$ cat src/rtl/bus_alu_pkg.sv
package bus_alu_pkg;
  typedef enum logic [1:0] {
    FN_ADD  = 2'b00,
    FN_SUB  = 2'b01,
    FN_NAND = 2'b10,
    FN_INC  = 2'b11
  } alu_fn_e;
endpackage

$ cat src/rtl/bus_opnd_reg.sv
module bus_opnd_reg #(
  parameter int W = 32
) (
  input  logic         clk_i,
  input  logic         rst_ni,
  input  logic         ld_i,
  input  logic [W-1:0] d_i,
  output logic [W-1:0] q_o
);
  logic [W-1:0] q_q;

  always_ff @(posedge clk_i or negedge rst_ni) begin
    if (!rst_ni)   q_q <= '0;
    else if (ld_i) q_q <= d_i;
  end

  assign q_o = q_q;

  p_hold_r1: assert property (@(posedge clk_i) disable iff (!rst_ni)
    !ld_i |=> $stable(q_o));
  p_load_r1: assert property (@(posedge clk_i) disable iff (!rst_ni)
    ld_i |=> q_o == $past(d_i));
endmodule

$ cat src/rtl/bus_alu_fn.sv
module bus_alu_fn
  import bus_alu_pkg::*;
#(
  parameter int W = 32
) (
  input  logic [W-1:0] a_i,
  input  logic [W-1:0] b_i,
  input  logic [1:0]   fn_i,
  output logic [W-1:0] res_o,
  output logic         sub_ovf_o
);
  localparam int MSB = W - 1;

  logic [W-1:0] diff;
  alu_fn_e      fn;

  assign fn   = alu_fn_e'(fn_i);
  assign diff = a_i - b_i;

  // signed overflow of a-b: operands differ in sign and result sign flips from a
  assign sub_ovf_o = (a_i[MSB] ^ b_i[MSB]) & (diff[MSB] ^ a_i[MSB]);

  always_comb begin
    unique case (fn)
      FN_ADD:  res_o = a_i + b_i;
      FN_SUB:  res_o = diff;
      FN_NAND: res_o = ~(a_i & b_i);
      FN_INC:  res_o = a_i + W'(1);
      default: res_o = '0;
    endcase
  end
endmodule

$ cat src/rtl/bus_cmp_reg.sv
module bus_cmp_reg #(
  parameter int W = 32
) (
  input  logic         clk_i,
  input  logic         rst_ni,
  input  logic [W-1:0] bus_val_i,
  input  logic         sub_ovf_i,
  input  logic         lt_sel_i,
  input  logic         ld_i,
  output logic         cmp_o
);
  localparam int MSB = W - 1;

  logic cond;
  logic cmp_q;

  // less-than: sign of difference corrected by overflow
  assign cond = lt_sel_i ? (bus_val_i[MSB] ^ sub_ovf_i) : (|bus_val_i);

  always_ff @(posedge clk_i or negedge rst_ni) begin
    if (!rst_ni)   cmp_q <= 1'b0;
    else if (ld_i) cmp_q <= cond;
  end

  assign cmp_o = cmp_q;

  p_cmp_hold_r9: assert property (@(posedge clk_i) disable iff (!rst_ni)
    !ld_i |=> $stable(cmp_o));
  p_ne_r7: assert property (@(posedge clk_i) disable iff (!rst_ni)
    ld_i && !lt_sel_i |=> cmp_o == ($past(bus_val_i) != '0));
endmodule

$ cat src/rtl/bus_alu_cmp.sv
module bus_alu_cmp
  import bus_alu_pkg::*;
#(
  parameter int W = 32
) (
  input  logic         clk_i,
  input  logic         rst_ni,
  input  logic [W-1:0] bus_i,
  input  logic         ld_a_i,
  input  logic         ld_b_i,
  input  logic [1:0]   fn_i,
  input  logic         drv_alu_i,
  input  logic         cond_lt_i,
  input  logic         ld_cmp_i,
  input  logic         drv_cmp_i,
  output logic [W-1:0] bus_o,
  output logic         bus_drv_o,
  output logic         cmp_o
);
  localparam int N_OPND = 2;

  logic [N_OPND-1:0]        opnd_ld;
  logic [N_OPND-1:0][W-1:0] opnd_q;
  logic [W-1:0]             alu_res;
  logic                     sub_ovf;
  logic [W-1:0]             cmp_word;
  logic [W-1:0]             bus_val;

  assign opnd_ld = {ld_b_i, ld_a_i};

  for (genvar gi = 0; gi < N_OPND; gi++) begin : g_opnd
    bus_opnd_reg #(.W(W)) u_opnd (
      .clk_i  (clk_i),
      .rst_ni (rst_ni),
      .ld_i   (opnd_ld[gi]),
      .d_i    (bus_i),
      .q_o    (opnd_q[gi])
    );
  end

  bus_alu_fn #(.W(W)) u_fn (
    .a_i       (opnd_q[0]),
    .b_i       (opnd_q[1]),
    .fn_i      (fn_i),
    .res_o     (alu_res),
    .sub_ovf_o (sub_ovf)
  );

  assign cmp_word  = {{(W-1){1'b0}}, cmp_o};
  assign bus_drv_o = drv_alu_i | drv_cmp_i;

  always_comb begin
    if (drv_alu_i)      bus_o = alu_res;
    else if (drv_cmp_i) bus_o = cmp_word;
    else                bus_o = '0;
  end

  assign bus_val = bus_drv_o ? bus_o : bus_i;

  bus_cmp_reg #(.W(W)) u_cmp (
    .clk_i     (clk_i),
    .rst_ni    (rst_ni),
    .bus_val_i (bus_val),
    .sub_ovf_i (sub_ovf),
    .lt_sel_i  (cond_lt_i),
    .ld_i      (ld_cmp_i),
    .cmp_o     (cmp_o)
  );

  p_one_drv_r12: assert property (@(posedge clk_i) disable iff (!rst_ni)
    !(drv_alu_i && drv_cmp_i));
  p_idle_r6: assert property (@(posedge clk_i) disable iff (!rst_ni)
    !drv_alu_i && !drv_cmp_i |-> bus_o == '0 && !bus_drv_o);
  p_cmp_word_r10: assert property (@(posedge clk_i) disable iff (!rst_ni)
    drv_cmp_i && !drv_alu_i |-> bus_o[W-1:1] == '0 && bus_o[0] == cmp_o);
  p_slt_r8: assert property (@(posedge clk_i) disable iff (!rst_ni)
    drv_alu_i && fn_i == FN_SUB && ld_cmp_i && cond_lt_i
      |=> cmp_o == ($signed($past(opnd_q[0])) < $signed($past(opnd_q[1]))));
endmodule

$ cat config.mk
export PLATFORM = sky130hd
export DESIGN_NAME = bus_alu_cmp
export DESIGN_NICKNAME = d
export VERILOG_FILES = /design/src/rtl/bus_alu_pkg.sv /design/src/rtl/bus_opnd_reg.sv /design/src/rtl/bus_alu_fn.sv /design/src/rtl/bus_cmp_reg.sv /design/src/rtl/bus_alu_cmp.sv
export SDC_FILE = /design/constraint.sdc
export NUM_CORES = 1
export LEC_CHECK = 0
export ABC_AREA = 1
export BUFFER_PORTS_ARGS = -buffer_cell sky130_fd_sc_hd__buf_2
export CORE_MARGIN = 2
export CORE_UTILIZATION = 60
export CTS_BUF_LIST = sky130_fd_sc_hd__clkbuf_2 sky130_fd_sc_hd__clkbuf_4 sky130_fd_sc_hd__clkbuf_8
export CTS_CLUSTER_SIZE = 28
export DETAILED_ROUTE_END_ITERATION = 10
export GPL_TIMING_DRIVEN = 0
export PLACE_DENSITY = 0.8
export SKIP_LAST_GASP = 1
export SLEW_MARGIN = 20
export SYNTH_ARGS = -nofsm -noshare
export SYNTH_HDL_FRONTEND = slang
export SYNTH_SLANG_ARGS = --single-unit
$ cat constraint.sdc
create_clock -name clk_i -period 3.2 [get_ports clk_i]
set_clock_uncertainty 0.05 [all_clocks]
set_input_delay 0 -clock clk_i [delete_from_list [all_inputs] [get_ports clk_i]]
set_output_delay 0 -clock clk_i [all_outputs]
set_load 0.01 [all_outputs]
==> tab_implementation.tex <==
\begin{tabular}{lr}
\hline
Metric & Value \\
\hline
\multicolumn{2}{l}{\textbf{Status}} \\
\quad Run status & finished clean \\
\multicolumn{2}{l}{\textbf{Pwr}} \\
\quad Leakage component of the power & approximately 6.2 nW \\
\quad Power density cells & $\sim$390 nW/µm² \\
\quad Max IR drop VDD & 239 µV \\
\multicolumn{2}{l}{\textbf{Die}} \\
\quad Number of rows created at floorplan & 45 \\
\quad Initial core utilization & 60.7\% \\
\quad Die Width & between 100 and 150 µm \\
\quad Floorplan die area & 16300 µm² \\
\quad DIE HEIGHT & 128 µm \\
\quad Core Area & 15100 µm² \\
\quad IO Count & 76 \\
\multicolumn{2}{l}{\textbf{Global routing}} \\
\quad Largest net degree at the start of global routing & 66 \\
\quad Total routing usage reported by global routing & 40.1\% \\
\quad Vias in the first global route & 9712 \\
\quad Overall overflow remaining after global route & 0 \\
\quad Number of antenna violations at the first check in global routing & 0 \\
\quad Wire length of the first global-routing pass & 50000 µm \\
\multicolumn{2}{l}{\textbf{Synth}} \\
\quad Portion of the post-synthesis area used by sequential elements & 17.7\% \\
\quad Cells taking the most area after synthesis & nand2\_1 (21\%), dfrtp\_1 (18\%), ha\_1 (13\%) \\
\quad Number of nets in the synthesized netlist & 1758 \\
\quad Synthesized area per cell & 5.67 µm² \\
\quad EDFF count, synth & 0 \\
\quad Flops \& latches, synth & 65 \\
\quad Syn Std Cell Area & 9170 µm² \\
\quad Distinct cell type count of the synthesized netlist & 38 \\
\quad Dominant register cell in the synthesized netlist & dfrtp\_1 \\
\quad Yosys top cell by area & nand2\_1 \\
\quad Cell count after synthesis & 1616 \\
\quad Area share of the largest cell type after synthesis & 20.9\% \\
\quad Async SR Flop Fraction & 100\% \\
\quad Yosys synthesis warning count & 0 \\
\multicolumn{2}{l}{\textbf{Placement}} \\
\quad Final GP Congestion & 0.937 \\
\quad Cell Count Post-Placement & 1877 \\
\quad Input/output buffers & 73 \\
\quad Final HPWL from detailed placement & 26100 µm \\
\quad Cell area after placement & 9770 µm² \\
\multicolumn{2}{l}{\textbf{Critical path}} \\
\quad Critical R2R Capture & u\_cmp.cmp\_o \\
\quad Required time of the critical path & about 3.4 ns \\
\quad Arr. time, crit path & 3.24 ns \\
\quad Worst setup path startpoint & g\_opnd[1].u\_opnd.q\_o[0] \\
\quad R2r worst-path depth & 21 \\
\quad Type of the worst setup path & reg -> reg \\
\quad Worst-path maximum fanout & 5 \\
\quad Category of the worst setup path capture point & register \\
\quad Kind of start point of the critical path & register \\
\quad Worst R2R Start & g\_opnd[1].u\_opnd.q\_o[0] \\
\quad Reg-to-reg setup timing slack & 0.15 ns \\
\multicolumn{2}{l}{\textbf{CTS}} \\
\quad Clock-pin slew of the registers on the worst-case setup and hold paths & 0.07 ns \\
\quad Clock buffers created by TritonCTS & 9 \\
\quad CTS root buffer & clkbuf\_8 \\
\quad CTS tree & done \\
\quad Maximum buffer depth of the clock tree & 2 \\
\quad Worst skew pair latency & 0.36 ns \\
\quad Count of H-tree levels built during CTS & 3 \\
\quad Clock Sinks & 65 \\
\multicolumn{2}{l}{\textbf{Run}} \\
\quad Max-Cap Viols & 0 \\
\multicolumn{2}{l}{\textbf{Hold path}} \\
\quad Path class of the lowest-slack min-delay path & in -> reg \\
\quad Worst hold path endpoint & g\_opnd[1].u\_opnd.q\_o[0] \\
\quad Worst hold path cell count & 2 \\
\quad Hold\_sp & ld\_b\_i \\
\multicolumn{2}{l}{\textbf{Detailed routing}} \\
\quad Drt first-iter violations & between 1000 and 1500 \\
\quad Via total after detailed routing & 10600 \\
\quad DRT Pass-1 Iters & 6 \\
\quad DRC violations left & 0 \\
\quad Post-route ant nets & 0 \\
\quad Routed via count divided by cell count & $\sim$5.5 \\
\quad Aggregate routed wire length & 32300 µm \\
\quad Routed length per instance & 16.8 µm \\
\multicolumn{2}{l}{\textbf{Timing}} \\
\quad Relative slew margins & around 47\% \\
\quad Portion of the clock cycle consumed by the worst path in the final layout & 95.2\% \\
\quad Hold\_ws & just under 0.05 ns \\
\quad Final-report setup violation count & 0 \\
\quad Fin. Hold Viols & 0 \\
\quad Setup repair after global routing missed its margin & yes \\
\quad Aggregate negative setup slack & 0 ns \\
\quad Final Critical Period & 3.05 ns \\
\quad Transition time at the pin with the least slew margin & 0.795 ns \\
\quad Achievable clock frequency & 0.328 GHz \\
\quad Final Slew Violations & 0 \\
\multicolumn{2}{l}{\textbf{Cells and area}} \\
\quad Design area & just over 10000 µm² \\
\quad Filler-free cell count of the finished design & 1928 \\
\quad Signed area change from the synthesized netlist to the final layout & 12.8\% \\
\quad Net count reported at finish & 1878 \\
\quad Share of the core filled with cells in the final layout & 68.5\% \\
\quad Number of antenna repair diodes & 0 \\
\quad Fillers & 1400 \\
\quad Share of post-route cells with drive strength above 1 & between 10\% and 20\% \\
\hline
\end{tabular}
## state kept, by name (all words and copies together), names as in the netlist
register and flops:
g_opnd.u_opnd.q_o 64, u_cmp.cmp_o 1
## cells in the final DEF, fill, tap and decap left out, types with 24 or more instances in the layout
master / instances
ha_1: 96
inv_1: 301
dfrtp_1: 64
nand3_1: 124
dlygate4sd3_1: 35
a21oi_1: 70
o21ai_0: 51
nand2_2: 24
buf_2: 79
nor2_1: 211
nand2_1: 508
## synth_stat cells (all sizes together), types with 2 or more instances
master / count
nand2: 532
inv: 312
nor2: 227
nand3: 134
ha: 98
a21oi: 76
dfrtp: 65
o21ai: 54
clkbuf: 21
nand4: 21
nor3: 15
mux2: 12
buf: 11
nand3b: 10
o21bai: 8
a21o: 3
nor4: 3
a31oi: 2
and3: 2
fa: 2
or2: 2
xor2: 2
## how the worst max path moves through the flow
stage | slack, ns | cells past startpoint | end
after floorplan | 0.69 | 21 | u_cmp.cmp_o
after global placement | 0.005 | 24 | u_cmp.cmp_o
after detailed placement | -0.04 | 24 | u_cmp.cmp_o
after CTS | 0.09 | 23 | u_cmp.cmp_o
after global routing | -0.02 | 23 | u_cmp.cmp_o
final | 0.15 | 21 | u_cmp.cmp_o
## what timing repair did
action / CTS / global route
setup buffers: 0 / 1
hold endpoints to repair: 130 / 0
endpoints found under the setup margin: 0 / 4
hold buffers: 35 / 0
resized for setup: 0 / 7
## cell families after synthesis
| logic type | after synthesis | share of synthesized area, % |
|---|---|---|
| AOI/OAI and AO/OA | 146 | 8.61 |
| xor gates and xnor gates | 2 | 0.191 |
| adders and majority gates | 100 | 13.8 |
| buffers and inverters | 344 | 14.2 |
| DFF | 65 | 17.7 |
| muxes | 12 | 1.47 |
| and+or+nand+nor | 947 | 43.9 |
## per-layer routing
layer  part of all wire [%]  up-vias  global-route usage [%]  wire [µm]
met5                      0        -                       0          0
met2                     43      547                    62.1      13900
met3                    9.9       99                    7.83       3200
met1                     43     4749                    55.7      13900
li1                       -     5230                       -          -
met4                    3.9        0                    14.6       1280
## layout make-up
class / count / area, µm² / area share, %
plain buffers: 32 / 133 / 1.28
clock buffers: 12 / 159 / 1.54
clock inverters: 3 / 40.0 / 0.387
inverters: 312 / 1170 / 11.3
multi-input cells: 1207 / 6250 / 60.4
flip-flops and latches: 65 / 1630 / 15.7
well taps: 188 / 235 / 2.28
repair buffers: 109 / 726 / 7.02
## metrics by stage
stage	setup WS, ns	power (mW)
floorplan	0.687	2.60
global placement	0.00471	3.19
detailed placement	-0.0431	3.23
CTS	0.0935	3.96
global route	-0.0248	4.36
finish	0.155	4.05
## worst max-delay path, cell delays in order, from the launching register on
cell,delay [ns]
dfrtp_1,0.40
buf_4,0.15
ha_1,0.18
fa_1,0.37
inv_2,0.14
nand3_1,0.08
nand3_1,0.15
nand3_1,0.09
nand3_1,0.23
nand2_1,0.14
nand2_1,0.10
nand2_1,0.06
nand3_1,0.17
nand2_1,0.08
nand2_1,0.10
nand2_1,0.05
inv_1,0.04
nand2_1,0.07
nor2_1,0.09
nand3_1,0.07
nand2_1,0.07
a21oi_2,0.06
## power breakdown
part	internal (mW)	leakage, nW	switching, mW	total (mW)
sequential	0.898	0.763	0.0971	0.995
combinational	0.779	5.35	1.56	2.34
clock	0.404	0.106	0.310	0.714
Note: power is estimated with default switching activity, not from simulation.
